[config.mk]
export PLATFORM = sky130hd
export DESIGN_NAME = alu_core
export DESIGN_NICKNAME = d
export VERILOG_FILES = /design/src/rtl/alu_pkg.sv /design/src/rtl/alu_decode.sv /design/src/rtl/alu_bit_slice.sv /design/src/rtl/alu_msb_edge.sv /design/src/rtl/alu_core.sv
export SDC_FILE = /design/constraint.sdc
export NUM_CORES = 1
export LEC_CHECK = 0
export ABC_CLOCK_PERIOD_IN_PS = 40300
export CORE_UTILIZATION = 30
export DETAILED_ROUTE_END_ITERATION = 16
export DONT_BUFFER_PORTS = 1
export PLACE_DENSITY = 0.56
export RECOVER_POWER = 25
export SYNTH_ARGS = -nofsm -noshare
export SYNTH_HDL_FRONTEND = slang
export SYNTH_HIERARCHICAL = 1
export SYNTH_SLANG_ARGS = --single-unit
[constraint.sdc]
create_clock -name vclk -period 40.3
set_clock_uncertainty 0.1 [all_clocks]
set_input_delay 8.06 -clock vclk [all_inputs]
set_output_delay 8.06 -clock vclk [all_outputs]
set_load 0.005 [all_outputs]
[src/rtl/alu_pkg.sv]
package alu_pkg;

  localparam logic [3:0] OP_ADD  = 4'd0;
  localparam logic [3:0] OP_ADDU = 4'd1;
  localparam logic [3:0] OP_SUB  = 4'd2;
  localparam logic [3:0] OP_SUBU = 4'd3;
  localparam logic [3:0] OP_AND  = 4'd4;
  localparam logic [3:0] OP_OR   = 4'd5;
  localparam logic [3:0] OP_XOR  = 4'd6;
  localparam logic [3:0] OP_NOR  = 4'd7;
  localparam logic [3:0] OP_SLT  = 4'd8;
  localparam logic [3:0] OP_SLTU = 4'd9;

  typedef enum logic [2:0] {
    PICK_ZERO = 3'd0,
    PICK_AND  = 3'd1,
    PICK_OR   = 3'd2,
    PICK_XOR  = 3'd3,
    PICK_NOR  = 3'd4,
    PICK_SUM  = 3'd5,
    PICK_LESS = 3'd6
  } pick_e;

  typedef struct packed {
    logic  invert_b;
    logic  carry_seed;
    pick_e pick;
    logic  arith;
    logic  signed_arith;
    logic  signed_cmp;
  } slice_ctrl_t;

endpackage

[src/rtl/alu_decode.sv]
module alu_decode
  import alu_pkg::*;
(
  input  logic [3:0]  mode,
  output slice_ctrl_t ctrl
);

  always_comb begin
    ctrl.invert_b     = 1'b0;
    ctrl.carry_seed   = 1'b0;
    ctrl.pick         = PICK_ZERO;
    ctrl.arith        = 1'b0;
    ctrl.signed_arith = 1'b0;
    ctrl.signed_cmp   = 1'b0;
    case (mode)
      OP_ADD: begin
        ctrl.pick         = PICK_SUM;
        ctrl.arith        = 1'b1;
        ctrl.signed_arith = 1'b1;
      end
      OP_ADDU: begin
        ctrl.pick  = PICK_SUM;
        ctrl.arith = 1'b1;
      end
      OP_SUB: begin
        ctrl.invert_b     = 1'b1;
        ctrl.carry_seed   = 1'b1;
        ctrl.pick         = PICK_SUM;
        ctrl.arith        = 1'b1;
        ctrl.signed_arith = 1'b1;
      end
      OP_SUBU: begin
        ctrl.invert_b   = 1'b1;
        ctrl.carry_seed = 1'b1;
        ctrl.pick       = PICK_SUM;
        ctrl.arith      = 1'b1;
      end
      OP_AND: ctrl.pick = PICK_AND;
      OP_OR:  ctrl.pick = PICK_OR;
      OP_XOR: ctrl.pick = PICK_XOR;
      OP_NOR: ctrl.pick = PICK_NOR;
      OP_SLT: begin
        ctrl.invert_b   = 1'b1;
        ctrl.carry_seed = 1'b1;
        ctrl.pick       = PICK_LESS;
        ctrl.signed_cmp = 1'b1;
      end
      OP_SLTU: begin
        ctrl.invert_b   = 1'b1;
        ctrl.carry_seed = 1'b1;
        ctrl.pick       = PICK_LESS;
      end
      default: ctrl.pick = PICK_ZERO;
    endcase
  end

endmodule

[src/rtl/alu_bit_slice.sv]
module alu_bit_slice
  import alu_pkg::*;
(
  input  logic  a_bit,
  input  logic  b_bit,
  input  logic  carry_in,
  input  logic  invert_b,
  input  logic  less_in,
  input  pick_e pick,
  output logic  sum_bit,
  output logic  res_bit,
  output logic  carry_next
);

  logic b_eff;
  logic and_g;
  logic or_g;
  logic half;

  always_comb begin
    b_eff      = b_bit ^ invert_b;
    and_g      = a_bit & b_bit;
    or_g       = a_bit | b_bit;
    half       = a_bit ^ b_eff;
    sum_bit    = half ^ carry_in;
    carry_next = (a_bit & b_eff) | (carry_in & half);
  end

  always_comb begin
    case (pick)
      PICK_AND:  res_bit = and_g;
      PICK_OR:   res_bit = or_g;
      PICK_XOR:  res_bit = a_bit ^ b_bit;
      PICK_NOR:  res_bit = or_g ^ 1'b1;
      PICK_SUM:  res_bit = sum_bit;
      PICK_LESS: res_bit = less_in;
      default:   res_bit = 1'b0;
    endcase
  end

endmodule

[src/rtl/alu_msb_edge.sv]
module alu_msb_edge
  import alu_pkg::*;
(
  input  slice_ctrl_t ctrl,
  input  logic        carry_into_top,
  input  logic        carry_from_top,
  input  logic        sum_top,
  output logic        less_flag,
  output logic        ovf_flag,
  output logic        carry_flag
);

  logic wrap;

  always_comb begin
    wrap       = carry_into_top ^ carry_from_top;
    less_flag  = ctrl.signed_cmp ? (sum_top ^ wrap) : ~carry_from_top;
    ovf_flag   = ctrl.signed_arith & wrap;
    carry_flag = ctrl.arith & carry_from_top;
  end

endmodule

[src/rtl/alu_core.sv]
module alu_core
  import alu_pkg::*;
#(
  parameter int WIDTH = 32
) (
  input  logic [WIDTH-1:0] opnd_a,
  input  logic [WIDTH-1:0] opnd_b,
  input  logic [3:0]       mode,
  output logic [WIDTH-1:0] result,
  output logic             carry_out,
  output logic             overflow
);

  localparam int TOP = WIDTH - 1;

  slice_ctrl_t      ctrl;
  logic [WIDTH:0]   chain;
  logic [WIDTH-1:0] sums;
  logic             less_flag;

  alu_decode u_decode (
    .mode (mode),
    .ctrl (ctrl)
  );

  assign chain[0] = ctrl.carry_seed;

  for (genvar i = 0; i < WIDTH; i++) begin : g_slice
    logic less_in;
    if (i == 0) begin : g_lsb
      assign less_in = less_flag;
    end else begin : g_rest
      assign less_in = 1'b0;
    end
    alu_bit_slice u_slice (
      .a_bit      (opnd_a[i]),
      .b_bit      (opnd_b[i]),
      .carry_in   (chain[i]),
      .invert_b   (ctrl.invert_b),
      .less_in    (less_in),
      .pick       (ctrl.pick),
      .sum_bit    (sums[i]),
      .res_bit    (result[i]),
      .carry_next (chain[i+1])
    );
  end

  alu_msb_edge u_edge (
    .ctrl           (ctrl),
    .carry_into_top (chain[TOP]),
    .carry_from_top (chain[WIDTH]),
    .sum_top        (sums[TOP]),
    .less_flag      (less_flag),
    .ovf_flag       (overflow),
    .carry_flag     (carry_out)
  );

endmodule

Yosys cells after proc, flatten, opt, wreduce, memory -nomap -nowiden
Index checks and enable logic that the tools add are counted.
{"block": "word_totals", "regBits": 0, "inputBits": 68, "output_inout_bits": 34}
{"block": "classes", "bitwise_logic": 325, "n_eq_ne": 15, "n_reduce_logical": 5, "muxes": 38}
{"operator": "1-bit one-hot mux with 5 select lines", "n": 31}
{"operator": "1-bit XOR", "n": 130}
{"operator": "1-bit AND", "n": 98}
{"operator": "1-bit bitwise OR", "n": 64}
{"operator": "1-bit NOT", "n": 33}
{"operator": "3-bit one-hot mux with 6 select lines", "n": 1}
{"operator": "4-bit by 3-bit equality test with 1-bit output (second input constant)", "n": 4}
{"operator": "3-bit equality test (second input constant)", "n": 3}
{"operator": "4-bit by 2-bit equality test with 1-bit output (second input constant)", "n": 2}
{"operator": "4-bit equality test (second input constant)", "n": 2}
{"operator": "4-bit OR reduction", "n": 2}
{"operator": "3-bit by 2-bit equality test with 1-bit output (second input constant)", "n": 2}
{"operator": "1-bit one-hot mux with 6 select lines", "n": 1}
{"operator": "4-bit by 1-bit equality test with 1-bit output (second input constant)", "n": 1}
{"operator": "4-bit zero test", "n": 1}
{"operator": "1-bit 2-to-1 mux", "n": 4}
{"operator": "2-bit OR reduction", "n": 2}
{"operator": "3-bit by 1-bit equality test with 1-bit output (second input constant)", "n": 1}
{"operator": "2-bit 2-to-1 mux", "n": 1}

Longest topological paths before layout
{"block": "depth", "depth_word": 73, "depth_mapped": 106, "depth_no_buf": 104}

Cells and area by module
The synthesis kept the hierarchy.
{"mod": "alu_bit_slice", "cells_each": 18, "instances": 32, "area_per_inst_um2": 140.1, "seq_area_each_um2": 0.0}
{"mod": "alu_decode", "cells_each": 15, "instances": 1, "area_per_inst_um2": 103.8, "seq_area_each_um2": 0.0}
{"mod": "alu_msb_edge", "cells_each": 6, "instances": 1, "area_per_inst_um2": 42.5, "seq_area_each_um2": 0.0}
{"mod": "alu_core", "cells_each": 1, "instances": 1, "area_per_inst_um2": 3.8, "seq_area_each_um2": 0.0}

Worst setup path after synthesis
Ideal clock, no wire load.
{"block": "synth_path", "path_type": "input port to output port", "startpoint": "input port mode[3]", "endpoint": "output port result[0]", "required_time_ns": 32.140, "t_arrival_ns": 25.093, "setup_slack_ns": 7.047, "path_buffers": 2, "stages": 106, "cell_sequence": "buf_2 > xnor2_1 > nor2_1 > buf_4 > xnor2_1 > fa_1 > inv_1 > inv_1 > fa_1 > inv_1 > inv_1 > fa_1 > inv_1 > inv_1 > fa_1 > inv_1 > inv_1 > fa_1 > [70 not listed] > inv_1 > fa_1 > inv_1 > inv_1 > fa_1 > inv_1 > inv_1 > fa_1 > inv_1 > inv_1 > fa_1 > inv_1 > xnor2_1 > nand2_1 > xor2_1 > nand2b_4 > a22o_1 > a2111oi_2"}
{"block": "synth_via", "elab_cells_between_ends": 189, "cone_classes": "15 x eq/ne; 5 x mux; 165 x bitwise; 4 x reduce/logical"}
{"element": "start: declaration", "line": "alu_core.sv:8", "text": "input logic [3:0] mode,"}
{"element": "4-bit by 2-bit equality test with 1-bit output or 4-bit equality test (tied branches)", "line": "alu_decode.sv:15", "text": "case (mode)"}
{"element": "4-bit OR reduction (no source line) *"}
{"element": "2-bit 2-to-1 mux *", "line": "alu_decode.sv:15"}
{"element": "named net chain[0]", "line": "alu_core.sv:17", "text": "logic [WIDTH:0] chain;"}
{"element": "1-bit AND *", "line": "alu_bit_slice.sv:26", "text": "carry_next = (a_bit & b_eff) | (carry_in & half);"}
{"element": "1-bit bitwise OR *", "line": "alu_bit_slice.sv:26"}
{"element": "named net chain[1]", "line": "alu_core.sv:17"}
{"element": "1-bit AND *", "line": "alu_bit_slice.sv:26"}
{"element": "[1 not listed]"}
{"element": "named net chain[2]", "line": "alu_core.sv:17"}
{"element": "[2 not listed]"}
{"element": "named net chain[3]", "line": "alu_core.sv:17"}
{"element": "[2 not listed]"}
{"element": "named net chain[4]", "line": "alu_core.sv:17"}
{"element": "[2 not listed]"}
{"element": "named net chain[5]", "line": "alu_core.sv:17"}
{"element": "[2 not listed]"}
{"element": "named net chain[6]", "line": "alu_core.sv:17"}
{"element": "[2 not listed]"}
{"element": "named net chain[7]", "line": "alu_core.sv:17"}
{"element": "[2 not listed]"}
{"element": "named net chain[8]", "line": "alu_core.sv:17"}
{"element": "[2 not listed]"}
{"element": "named net chain[9]", "line": "alu_core.sv:17"}
{"element": "[2 not listed]"}
{"element": "named net chain[10]", "line": "alu_core.sv:17"}
{"element": "[2 not listed]"}
{"element": "named net chain[11]", "line": "alu_core.sv:17"}
{"element": "[2 not listed]"}
{"element": "named net chain[12]", "line": "alu_core.sv:17"}
{"element": "[2 not listed]"}
{"element": "named net chain[13]", "line": "alu_core.sv:17"}
{"element": "[2 not listed]"}
{"element": "named net chain[14]", "line": "alu_core.sv:17"}
{"element": "[2 not listed]"}
{"element": "named net chain[15]", "line": "alu_core.sv:17"}
{"element": "[2 not listed]"}
{"element": "named net chain[16]", "line": "alu_core.sv:17"}
{"element": "[2 not listed]"}
{"element": "named net chain[17]", "line": "alu_core.sv:17"}
{"element": "[2 not listed]"}
{"element": "named net chain[18]", "line": "alu_core.sv:17"}
{"element": "[2 not listed]"}
{"element": "named net chain[19]", "line": "alu_core.sv:17"}
{"element": "[2 not listed]"}
{"element": "named net chain[20]", "line": "alu_core.sv:17"}
{"element": "[2 not listed]"}
{"element": "named net chain[21]", "line": "alu_core.sv:17"}
{"element": "[2 not listed]"}
{"element": "named net chain[22]", "line": "alu_core.sv:17"}
{"element": "[2 not listed]"}
{"element": "named net chain[23]", "line": "alu_core.sv:17"}
{"element": "[2 not listed]"}
{"element": "named net chain[24]", "line": "alu_core.sv:17"}
{"element": "[2 not listed]"}
{"element": "named net chain[25]", "line": "alu_core.sv:17"}
{"element": "[2 not listed]"}
{"element": "named net chain[26]", "line": "alu_core.sv:17"}
{"element": "[2 not listed]"}
{"element": "named net chain[27]", "line": "alu_core.sv:17"}
{"element": "[2 not listed]"}
{"element": "named net chain[28]", "line": "alu_core.sv:17"}
{"element": "[2 not listed]"}
{"element": "named net chain[29]", "line": "alu_core.sv:17"}
{"element": "[2 not listed]"}
{"element": "named net chain[30]", "line": "alu_core.sv:17"}
{"element": "[1 not listed]"}
{"element": "1-bit bitwise OR *", "line": "alu_bit_slice.sv:26"}
{"element": "named net chain[31]", "line": "alu_core.sv:17"}
{"element": "1-bit XOR *", "line": "alu_bit_slice.sv:25", "text": "sum_bit = half ^ carry_in;"}
{"element": "named net sums[31]", "line": "alu_core.sv:18", "text": "logic [WIDTH-1:0] sums;"}
{"element": "1-bit XOR *", "line": "alu_msb_edge.sv:17", "text": "less_flag = ctrl.signed_cmp ? (sum_top ^ wrap) : ~carry_from_top;"}
{"element": "1-bit 2-to-1 mux *", "line": "alu_msb_edge.sv:17"}
{"element": "named net g_slice[0].less_in", "line": "alu_core.sv:29", "text": "logic less_in;"}
{"element": "1-bit one-hot mux with 6 select lines *", "line": "alu_bit_slice.sv:30", "text": "case (pick)"}
{"element": "end: declaration", "line": "alu_core.sv:9", "text": "output logic [WIDTH-1:0] result,"}
The timed path passes the listed nets; every way through them passes the cells marked *.

Worst setup path after layout
{"block": "layout_path", "startpoint": "input port mode[3]", "endpoint": "output port result[0]"}
{"block": "layout_via", "elab_cells_between_ends": 189, "cone_classes": "15 x eq/ne; 5 x mux; 165 x bitwise; 4 x reduce/logical"}
{"element": "4-bit by 2-bit equality test with 1-bit output or 4-bit equality test (tied branches)", "line": "alu_decode.sv:15"}
{"element": "4-bit OR reduction (no source line) *"}
{"element": "2-bit 2-to-1 mux *", "line": "alu_decode.sv:15"}
{"element": "named net chain[0]", "line": "alu_core.sv:17"}
{"element": "1-bit AND *", "line": "alu_bit_slice.sv:26"}
{"element": "1-bit bitwise OR *", "line": "alu_bit_slice.sv:26"}
{"element": "1-bit AND *", "line": "alu_bit_slice.sv:26"}
{"element": "1-bit bitwise OR *", "line": "alu_bit_slice.sv:26"}
{"element": "named net chain[2]", "line": "alu_core.sv:17"}
{"element": "[2 not listed]"}
{"element": "named net chain[3]", "line": "alu_core.sv:17"}
{"element": "[2 not listed]"}
{"element": "named net chain[4]", "line": "alu_core.sv:17"}
{"element": "[2 not listed]"}
{"element": "named net chain[5]", "line": "alu_core.sv:17"}
{"element": "[2 not listed]"}
{"element": "named net chain[6]", "line": "alu_core.sv:17"}
{"element": "[2 not listed]"}
{"element": "named net chain[7]", "line": "alu_core.sv:17"}
{"element": "[2 not listed]"}
{"element": "named net chain[8]", "line": "alu_core.sv:17"}
{"element": "[2 not listed]"}
{"element": "named net chain[9]", "line": "alu_core.sv:17"}
{"element": "[2 not listed]"}
{"element": "named net chain[10]", "line": "alu_core.sv:17"}
{"element": "[2 not listed]"}
{"element": "named net chain[11]", "line": "alu_core.sv:17"}
{"element": "[2 not listed]"}
{"element": "named net chain[12]", "line": "alu_core.sv:17"}
{"element": "[2 not listed]"}
{"element": "named net chain[13]", "line": "alu_core.sv:17"}
{"element": "[2 not listed]"}
{"element": "named net chain[14]", "line": "alu_core.sv:17"}
{"element": "[2 not listed]"}
{"element": "named net chain[15]", "line": "alu_core.sv:17"}
{"element": "[2 not listed]"}
{"element": "named net chain[16]", "line": "alu_core.sv:17"}
{"element": "[2 not listed]"}
{"element": "named net chain[17]", "line": "alu_core.sv:17"}
{"element": "[2 not listed]"}
{"element": "named net chain[18]", "line": "alu_core.sv:17"}
{"element": "[2 not listed]"}
{"element": "named net chain[19]", "line": "alu_core.sv:17"}
{"element": "[2 not listed]"}
{"element": "named net chain[20]", "line": "alu_core.sv:17"}
{"element": "[2 not listed]"}
{"element": "named net chain[21]", "line": "alu_core.sv:17"}
{"element": "[2 not listed]"}
{"element": "named net chain[22]", "line": "alu_core.sv:17"}
{"element": "[2 not listed]"}
{"element": "named net chain[23]", "line": "alu_core.sv:17"}
{"element": "[2 not listed]"}
{"element": "named net chain[24]", "line": "alu_core.sv:17"}
{"element": "[2 not listed]"}
{"element": "named net chain[25]", "line": "alu_core.sv:17"}
{"element": "[2 not listed]"}
{"element": "named net chain[26]", "line": "alu_core.sv:17"}
{"element": "[2 not listed]"}
{"element": "named net chain[27]", "line": "alu_core.sv:17"}
{"element": "[2 not listed]"}
{"element": "named net chain[28]", "line": "alu_core.sv:17"}
{"element": "[2 not listed]"}
{"element": "named net chain[29]", "line": "alu_core.sv:17"}
{"element": "[2 not listed]"}
{"element": "named net chain[30]", "line": "alu_core.sv:17"}
{"element": "[1 not listed]"}
{"element": "1-bit bitwise OR *", "line": "alu_bit_slice.sv:26"}
{"element": "named net chain[31]", "line": "alu_core.sv:17"}
{"element": "1-bit XOR *", "line": "alu_bit_slice.sv:25"}
{"element": "named net sums[31]", "line": "alu_core.sv:18"}
{"element": "1-bit XOR *", "line": "alu_msb_edge.sv:17"}
{"element": "1-bit 2-to-1 mux *", "line": "alu_msb_edge.sv:17"}
{"element": "named net g_slice[0].less_in", "line": "alu_core.sv:29"}
{"element": "1-bit one-hot mux with 6 select lines *", "line": "alu_bit_slice.sv:30"}
Marks and branches as above.

==> tab_implementation.tex <==
\begin{tabular}{lr}
\hline
Metric & Value \\
\hline
\multicolumn{2}{l}{\textbf{Status}} \\
\quad Outcome & complete, but fails checks \\
\quad Failing checks & capacitance limit, slew limit \\
\multicolumn{2}{l}{\textbf{STA}} \\
\quad Period utilization & 87.70\% \\
\quad Count of endpoints failing hold in the final timing report & 0 \\
\quad Worst-margin pin slew & approximately 2600 ps \\
\quad Setup WS post-layout & 4958 ps \\
\quad Accumulated negative setup slack & 0 ps \\
\quad Fin. max-slew vios & approximately 160 \\
\quad RSZ-0062 raised after global routing & false \\
\quad Setup violators final & 0 \\
\quad Final period demand of the worst path & 35340 ps \\
\quad Timing-limited maximum frequency & around 28 MHz \\
\quad Max-slew headroom at the worst pin & -75.58\% \\
\multicolumn{2}{l}{\textbf{Floorplan}} \\
\quad Starting Density & a little under a third \\
\quad Num ports & about 100 \\
\quad Floorplan die height & about 120 µm \\
\quad Row count & between 40 and 50 \\
\quad Floorplan die width & between 100 and 150 µm \\
\quad Total die area & between 15000 and 20000 µm² \\
\quad Area of the placeable core & around 15000 µm² \\
\multicolumn{2}{l}{\textbf{Power and ir drop}} \\
\quad Leakage power summed over all cells & 2.432 nW \\
\quad Largest voltage drop on the vdd net & 0.006156 mV \\
\quad Total power per unit cell area & 14.55 nW/µm² \\
\multicolumn{2}{l}{\textbf{Critical path}} \\
\quad Arrival @ worst endpoint & 27180 ps \\
\quad Most used cell along the critical path & sky130\_fd\_sc\_hd\_\_inv\_1 \\
\quad Worst setup SP type & input pin \\
\quad Cell with the largest stage delay on the worst path & sky130\_fd\_sc\_hd\_\_clkbuf\_1 \\
\quad CP Buf/Inv Count & between 60 and 70 \\
\quad Critical Path RT & about 32000 ps \\
\quad Gate family responsible for the most delay along the worst path & adder cells \\
\quad Crit end category & output pin \\
\quad Largest incremental delay on the critical path & 1850 ps \\
\quad Crit Path Max Fanout & 31 \\
\quad Worst setup path category & in2out \\
\quad Crit path from & mode[3] \\
\multicolumn{2}{l}{\textbf{Placement}} \\
\quad PortBufs & 0 \\
\quad Placed Instance Area & slightly below 5000 µm² \\
\quad Number of placed instances with taps included & 784 \\
\quad Post-Place Worst Slack & between 6000 and 7000 ps \\
\quad Routability Congestion & a little over 0.7 \\
\quad Half-perimeter wire length after detailed placement & between 7000 and 8000 µm \\
\multicolumn{2}{l}{\textbf{Finish}} \\
\quad Highest-count cells in the layout ignoring fill and taps & 129 x sky130\_fd\_sc\_hd\_\_inv\_1, 64 x sky130\_fd\_sc\_hd\_\_ha\_1, 34 x sky130\_fd\_sc\_hd\_\_xnor2\_1, 34 x sky130\_fd\_sc\_hd\_\_nand2\_1 \\
\quad Final std cells w/o fill & 784 \\
\quad Most frequent standard cell in the layout excluding fill and tap cells & sky130\_fd\_sc\_hd\_\_inv\_1 \\
\quad Final non-filler cell area & between 4000 and 5000 µm² \\
\quad Number of sequential storage elements & 0 \\
\quad Number of clock buffer instances in the layout & 0 \\
\quad Fraction of layout instances using a drive strength above 1 & 16.33\% \\
\quad Count of inserted antenna diode cells & 0 \\
\quad Area added between synthesis and finish & 7.726\% \\
\quad Final design utilization & 33.36\% \\
\quad Storage cell area & 0 µm² \\
\quad Final \#Nets & around 770 \\
\multicolumn{2}{l}{\textbf{GRT}} \\
\quad Antenna violations before repair & 0 \\
\quad Global Route Usage Sum & 12.76\% \\
\quad Pin count of the biggest net entering global routing & 91 \\
\quad First-pass GRT wire length & about 17000 µm \\
\quad Via count of the first global-routing pass & 3926 \\
\quad Global route overflow & 0 \\
\multicolumn{2}{l}{\textbf{Route}} \\
\quad DRC violation count after routing & 0 \\
\quad Iter 0 DRT Violations & 96 \\
\quad Routed vias & 3694 \\
\quad Number of iterations in the first detailed-routing pass & 4 \\
\quad Number of nets still failing antenna checks after routing & 0 \\
\quad DRT Wirelength & approximately 10000 µm \\
\quad Mean routed wirelength per cell & roughly 13 µm \\
\quad Via/cell ratio & 4.712 \\
\multicolumn{2}{l}{\textbf{Worst hold path}} \\
\quad Worst min path class & in2out \\
\quad Startpoint of the tightest hold check path & mode[2] \\
\multicolumn{2}{l}{\textbf{Synth}} \\
\quad Average cell area after synthesis & $\sim$8 µm² \\
\quad Synthesized instance count & about 570 \\
\quad Warnings, synthesis & 6 \\
\quad Post-synthesis instance area & about 4500 µm² \\
\multicolumn{2}{l}{\textbf{Clock network}} \\
\quad Setup repair bufs after CTS & 0 \\
\quad Hold-fix buffer count after cts & 0 \\
\quad CTS-repair resized insts & 0 \\
\multicolumn{2}{l}{\textbf{Run}} \\
\quad Max-cap violations & 3 \\
\hline
\end{tabular}
==> power by group <==
group	leakage (nW)	internal, mW	switching [mW]	total [mW]
Clock	0	0	0	0
Combinational	2.43	0.0328	0.0380	0.0708
Sequential	0	0	0	0
==> metal layers <==
layer  vias to the layer above  wire, µm  part of all wire [%]  GRT usage (%)
met5                         -         0                     0              0
met3                        10       549                   5.6          2.191
li1                       1890         -                     -              -
met1                      1724      4090                    41          14.39
met2                        70      5120                    52          25.09
met4                         0       121                   1.2          1.701
==> path summary, 6_finish.rpt <==
check	to	cells after the start	slack (ps)
max	result[0]	102	4960
min	overflow	2	16180
==> metrics by stage <==
stage | hold slack, ps | total power, mW
after CTS | 16180 | 0.07297
after global placement | 16180 | 0.06909
after floorplan | 16180 | 0.06214
final | 16180 | 0.07084
after global routing | 16190 | 0.08176
after detailed placement | 16180 | 0.07276
==> final cells by class <==
class                           instances  area (µm²)
Inverter                              129       484.2
Timing Repair Buffer                    6       37.54
Multi-Input combinational cell        465        4115
Tap cell                              184       230.2
Fill cell                            1533        9722
No activity file was read; power rests on OpenSTA's default activity.
